==> src/rtl/pnvm_host_ctrl.sv <==
module pnvm_host_ctrl #(
  parameter int AW    = 11,
  parameter int DW    = 8,
  parameter int T_ACC = 10,
  parameter int T_RC  = 10,
  parameter int T_OES = 1,
  parameter int T_AS  = 1,
  parameter int T_WP  = 8,
  parameter int T_DS  = 3,
  parameter int T_DH  = 1,
  parameter int T_OEH = 1,
  parameter int T_AH  = 5,
  parameter int T_DB  = 4,
  parameter int T_FLT = 3,
  parameter int T_GAP = 1,
  parameter int T_TMO = 500000
) (
  input  logic          clk,
  input  logic          rst_n,
  input  logic          host_start,
  input  logic          host_write,
  input  logic [AW-1:0] host_addr,
  input  logic [DW-1:0] host_wdata,
  input  logic          host_poll,
  output logic          host_done,
  output logic          host_err,
  output logic [DW-1:0] host_rdata,
  output logic [AW-1:0] nv_addr,
  output logic [DW-1:0] nv_dq_out,
  output logic          nv_dq_drive,
  input  logic [DW-1:0] nv_dq_in,
  output logic          nv_ce_n,
  output logic          nv_oe_n,
  output logic          nv_we_n,
  input  logic          nv_ready
);

  function automatic int mx(input int a, input int b);
    return (a > b) ? a : b;
  endfunction

  localparam int RD_LEN  = mx(mx(T_ACC, T_RC), 1);
  localparam int SET_LEN = mx(mx(T_OES, T_AS), mx(T_DS - T_WP, 1));
  localparam int WP_LEN  = mx(T_WP, 1);
  localparam int HLD_LEN = mx(mx(T_DH, T_OEH), mx(T_AH - T_WP, 1));
  localparam int DB_LEN  = mx(T_DB, 1);
  localparam int GAP_LEN = mx(T_GAP, 1);
  localparam int TMO_LEN = mx(T_TMO, 1);
  localparam int LMAX    = mx(mx(mx(RD_LEN, SET_LEN), mx(WP_LEN, HLD_LEN)), mx(DB_LEN, GAP_LEN));
  localparam int CW      = $clog2(LMAX + 1) + 1;
  localparam int TW      = $clog2(TMO_LEN + 1) + 1;
  localparam int FW      = $clog2(T_FLT + 1) + 1;

  typedef enum logic [3:0] {
    S_IDLE, S_RD, S_TURN, S_SET, S_PUL, S_HLD, S_BDLY, S_RDY, S_PRD, S_PGAP
  } st_t;

  // strobe image {ce_n, oe_n, we_n, drive}
  function automatic logic [3:0] strb(input st_t s);
    case (s)
      S_RD, S_PRD:  return 4'b0010;
      S_TURN:       return 4'b0110;
      S_SET, S_HLD: return 4'b0111;
      S_PUL:        return 4'b0101;
      default:      return 4'b1110;
    endcase
  endfunction

  st_t           st, nxt;
  logic [CW-1:0] cnt;
  logic [TW-1:0] tmo;
  logic [FW-1:0] flt;
  logic [3:0]    strb_q;
  logic [AW-1:0] addr_q;
  logic [DW-1:0] wdata_q;
  logic          poll_q;
  logic          fin, ferr;
  int            len;

  assign {nv_ce_n, nv_oe_n, nv_we_n, nv_dq_drive} = strb_q;
  assign nv_addr   = addr_q;
  assign nv_dq_out = wdata_q;

  always_comb begin
    case (st)
      S_RD, S_PRD: len = RD_LEN;
      S_SET:       len = SET_LEN;
      S_PUL:       len = WP_LEN;
      S_HLD:       len = HLD_LEN;
      S_BDLY:      len = DB_LEN;
      S_PGAP:      len = GAP_LEN;
      default:     len = 1;
    endcase
  end

  wire last    = (cnt == CW'(len - 1));
  wire tmo_end = (tmo == TW'(TMO_LEN - 1));
  wire match   = (nv_dq_in[DW-1] == wdata_q[DW-1]);

  always_comb begin
    nxt  = st;
    fin  = 1'b0;
    ferr = 1'b0;
    case (st)
      S_IDLE: if (host_start) nxt = host_write ? S_TURN : S_RD;
      S_RD:   if (last) fin = 1'b1;
      S_TURN: if (flt >= FW'(T_FLT)) nxt = S_SET;
      S_SET:  if (last) nxt = S_PUL;
      S_PUL:  if (last) nxt = S_HLD;
      S_HLD:  if (last) nxt = S_BDLY;
      S_BDLY: if (last) nxt = poll_q ? S_PRD : S_RDY;
      S_RDY: begin
        if (nv_ready) fin = 1'b1;
        else if (tmo_end) begin fin = 1'b1; ferr = 1'b1; end
      end
      S_PRD: begin
        if (last && match) fin = 1'b1;
        else if (tmo_end) begin fin = 1'b1; ferr = 1'b1; end
        else if (last) nxt = S_PGAP;
      end
      S_PGAP: begin
        if (tmo_end) begin fin = 1'b1; ferr = 1'b1; end
        else if (last) nxt = S_PRD;
      end
      default: nxt = S_IDLE;
    endcase
    if (fin) nxt = S_IDLE;
  end

  always_ff @(posedge clk) begin
    if (!rst_n) begin
      st         <= S_IDLE;
      cnt        <= '0;
      tmo        <= '0;
      flt        <= FW'(T_FLT);
      strb_q     <= 4'b1110;
      addr_q     <= '0;
      wdata_q    <= '0;
      poll_q     <= 1'b0;
      host_done  <= 1'b0;
      host_err   <= 1'b0;
      host_rdata <= '0;
    end else begin
      st        <= nxt;
      cnt       <= (nxt != st) ? '0 : cnt + 1'b1;
      strb_q    <= strb(nxt);
      host_done <= fin;
      host_err  <= ferr;
      if (!strb_q[2])                flt <= '0;
      else if (flt < FW'(T_FLT))     flt <= flt + 1'b1;
      if (st == S_RDY || st == S_PRD || st == S_PGAP) tmo <= tmo + 1'b1;
      else                                             tmo <= '0;
      if (st == S_IDLE && host_start) begin
        addr_q <= host_addr;
        poll_q <= host_poll;
        if (host_write) wdata_q <= host_wdata;
      end
      if (st == S_RD && last) host_rdata <= nv_dq_in;
    end
  end


  dq_turn_chk: assert property (@(posedge clk) disable iff (!rst_n)
    nv_dq_drive |-> (nv_oe_n && flt >= FW'(T_FLT)));


  we_gate_chk: assert property (@(posedge clk) disable iff (!rst_n)
    !nv_we_n |-> (nv_oe_n && !nv_ce_n && nv_dq_drive));


  rd_strobe_chk: assert property (@(posedge clk) disable iff (!rst_n)
    !nv_oe_n |-> (nv_we_n && !nv_ce_n && !nv_dq_drive));


  addr_hold_chk: assert property (@(posedge clk) disable iff (!rst_n)
    (!nv_ce_n && $past(!nv_ce_n)) |-> $stable(nv_addr));


  data_hold_chk: assert property (@(posedge clk) disable iff (!rst_n)
    (nv_dq_drive && $past(nv_dq_drive)) |-> $stable(nv_dq_out));


  done_pulse_chk: assert property (@(posedge clk) disable iff (!rst_n)
    host_done |=> !host_done);


  err_with_done_chk: assert property (@(posedge clk) disable iff (!rst_n)
    host_err |-> host_done);

endmodule

==> config.mk <==
export PLATFORM = sky130hd
export DESIGN_NAME = pnvm_host_ctrl
export DESIGN_NICKNAME = d
export VERILOG_FILES = /design/src/rtl/pnvm_host_ctrl.sv
export SDC_FILE = /design/constraint.sdc
export NUM_CORES = 1
export LEC_CHECK = 0
export BUFFER_PORTS_ARGS = -buffer_cell sky130_fd_sc_hd__buf_2
export CAP_MARGIN = 5
export CELL_PAD_IN_SITES_DETAIL_PLACEMENT = 1
export CELL_PAD_IN_SITES_GLOBAL_PLACEMENT = 1
export CORE_ASPECT_RATIO = 1.5
export CORE_MARGIN = 2
export CORE_UTILIZATION = 44
export CTS_CLUSTER_DIAMETER = 50
export DETAILED_ROUTE_END_ITERATION = 16
export PLACE_DENSITY = 0.95
export SLEW_MARGIN = 10
export SYNTH_ARGS = -nofsm -noshare
export SYNTH_HDL_FRONTEND = slang
export SYNTH_SLANG_ARGS = --single-unit
==> constraint.sdc <==
create_clock -name clk -period 6.7 [get_ports clk]
set_input_delay 0.67 -clock clk [delete_from_list [all_inputs] [get_ports clk]]
set_output_delay 0.67 -clock clk [all_outputs]
set_load 0.05 [all_outputs]
==> metrics.txt <==
largest net degree at the start of global routing=30; final core utilization=53.4%; Min Hold Slack=0.466 ns; Mapped Cells=375; wire per inst=17.6 um; die area=8080 um2; DR vias/cell=5.78; Max H-tree Level=3; Site Rows=38; Post-Syn Area=3240 um2; number of global-route vias before repair=3280; Area growth, synth to finish=18.4%; Starting DRT DRC Count=112; # Max-Cap Violations=0; antenna violations before repair=0; Critical Path Fanout Max=26; Tcrit/Tclk final=59.4%; Crit Path Class=flop to flop; Hold Path Class=flop to flop; max_slew headroom=37.2%; CTS tree=done; post-synthesis xor/xnor area fraction=5.41%; largest family of logic cells by synthesized area=simple AND/OR/NAND/NOR gates; RSZ-0062 raised after global routing=false; ANT cells=0; Seq/Total Area, Yosys=40.8%; DR vias=3098; share of cells above drive strength 1=20.6%; max-slew violations=0; global placement routability congestion=0.896; kind of end point of the critical path=flop; nets@finish=468; Peak Freq=251 MHz; clock latency on the worst-skew pair=0.36 ns; DRT Pass-1 Iters=4; Post-synth top cells=dfxtp_1 (66), nor2_1 (49), nand2_1 (35); Setup TNS Final=0 ns; post-synth top area cell=dfxtp_1; IO Port Bufs=65; Residual DRC=0; Post-Synth Simple-Gate Area=25.5%; Synth async-reset ratio=0%; fin crit period=3.98 ns; fraction of the mapped netlist area in adder cells=1.54%; Synth Warn #=0; clock sink count=66; Setup Viol. Count Final=0; Required @ worst endpoint=6.96 ns; final antenna-violating net count=0; Power Dens Cells=373 nW/um2; Syn Area/Cell=8.64 um2; Total Wirelength=9.46 mm; critical path arrival=4.24 ns; Final Hold Viols=0; die width=74.1 um; # fillers=883; Startpoint Class=flop; clock transition at the registers of the reported paths=0.07 ns; hold buffer count at cts=0; total track usage=25.4%; Worst Tran Pin Value=0.941 ns; Synth cell types=60; compound-gate portion of the synthesized area=15.8%; status=completed; Core Footprint=7180 um2; CTS root buffer=clkbuf_8; die height=109 um; post_cts resized=0; mux share of post-synthesis cell area=6.83%; IO Pins=66; first-pass GRT wire length=15.6 mm; CTS Buffer Depth=2; top cell type's share of synthesized area=40.8%; Main synth FF type=dfxtp_1; Pleak=1.62 nW; clock skew=0.0137 ns; count leader, synth=dfxtp_1; grt total ovfl=0; number of synthesized register bits=66; HPWL Detailed=6.78 mm; Initial Util=45.1%; Worst VDD drop=0.275 mV; top post-synthesis cells by area=dfxtp_1 (41%), mux2i_1 (6.5%), nor2_1 (5.7%), nand2_1 (4.1%), a21oi_1 (3.6%); TritonCTS buffer count=9; syn nets=412; number of synthesized flops with an enable pin=0; post-CTS setup buffers=0; R2R setup slack=2.72 ns
-- final cells by class --
class | count | area (um2) | area share [%]
flip-flops and latches | 66 | 1320 | 34.4
repair buffers | 65 | 325 | 8.48
multi-input cells | 278 | 1790 | 46.5
clock buffers | 12 | 165 | 4.31
inverters | 11 | 41.3 | 1.08
clock inverters | 4 | 72.6 | 1.89
well taps | 100 | 125 | 3.26
-- sequential cells by signal, summed over array words and instances (netlist names) --
| signal | flops |
|---|---|
| tmo | 20 |
| host_err | 1 |
| host_done | 1 |
| poll_q | 1 |
| nv_addr | 11 |
| st | 4 |
| nv_dq_out | 8 |
| strb_q | 4 |
| cnt | 5 |
| host_rdata | 8 |
| flt | 3 |
-- cells by family (layout without fill, tap and decap cells) --
| logic type | Yosys count | count (layout) |
|---|---|---|
| compound gates | 71 | 71 |
| simple gates | 161 | 161 |
| fa+ha+maj | 4 | 4 |
| mux | 22 | 22 |
| flops | 66 | 66 |
| buf+inv | 31 | 92 |
| xor+xnor | 20 | 20 |
-- power breakdown --
group	switching (mW)	total [mW]	internal (mW)
registers	0.0701	0.516	0.446
clock network	0.153	0.393	0.239
logic	0.356	0.522	0.167
-- critical path, stage by stage, from the launching register on --
cell and delay [ns]:
dfxtp_1 0.94, nor3b_2 0.47, mux2_2 0.41, or4_1 0.66, nor3_2 0.23, mux2i_1 0.50, nand4b_1 0.33, a311oi_1 0.35
-- metrics by stage --
step | std cells | power [mW] | worst slack [ns] | cell area [um2]
after floorplan | 375 | 0.910 | 3.86 | 3240
after global placement | 520 | 1.01 | 3.10 | 3600
after detailed placement | 520 | 1.03 | 2.83 | 3600
after CTS | 536 | 1.44 | 2.81 | 3840
after global routing | 536 | 1.51 | 2.53 | 3840
final | 536 | 1.43 | 2.72 | 3840
-- routing by layer --
| layer | wire length, um | GRT usage, % | vias to the layer above |
|---|---|---|---|
| met2 | 5040 | 44.8 | 118 |
| met1 | 3460 | 25.8 | 1479 |
| met3 | 506 | 6.93 | 37 |
| met5 | 0 | 0 | - |
| met4 | 456 | 16.0 | 0 |
| li1 | - | - | 1464 |
-- placed cells by master, fill, tap and decap left out, types with 3 or more instances in the layout --
cell type and count:
xnor2_1 8, a31oi_1 3, nor4b_1 7, dfxtp_1 66, nand4_1 8, nand3_1 15, a21oi_1 23, or4_1 3
buf_2 65, a211oi_1 5, or3_1 8, nor3_1 7, ha_1 4, a311oi_1 4, a21o_1 3, clkbuf_8 12
o21ai_0 9, nor4_1 5, xor2_1 12, nor2b_1 5, inv_1 10, nand2_1 35, mux2i_1 21, and3_1 5
nor2_1 49
-- worst paths after layout --
| check | endpoint | startpoint | depth (start not counted) |
|---|---|---|---|
| setup / recovery | cnt[3]$_SDFF_PP0_ | st[2]$_SDFF_PN0_ | 7 |
| hold / removal | tmo[0]$_SDFF_PN0_ | tmo[0]$_SDFF_PN0_ | 1 |
| setup reg to reg | cnt[3]$_SDFF_PP0_ | st[2]$_SDFF_PN0_ | 7 |
| hold reg to reg | tmo[0]$_SDFF_PN0_ | tmo[0]$_SDFF_PN0_ | 1 |
(Power assumes the default switching activity.)
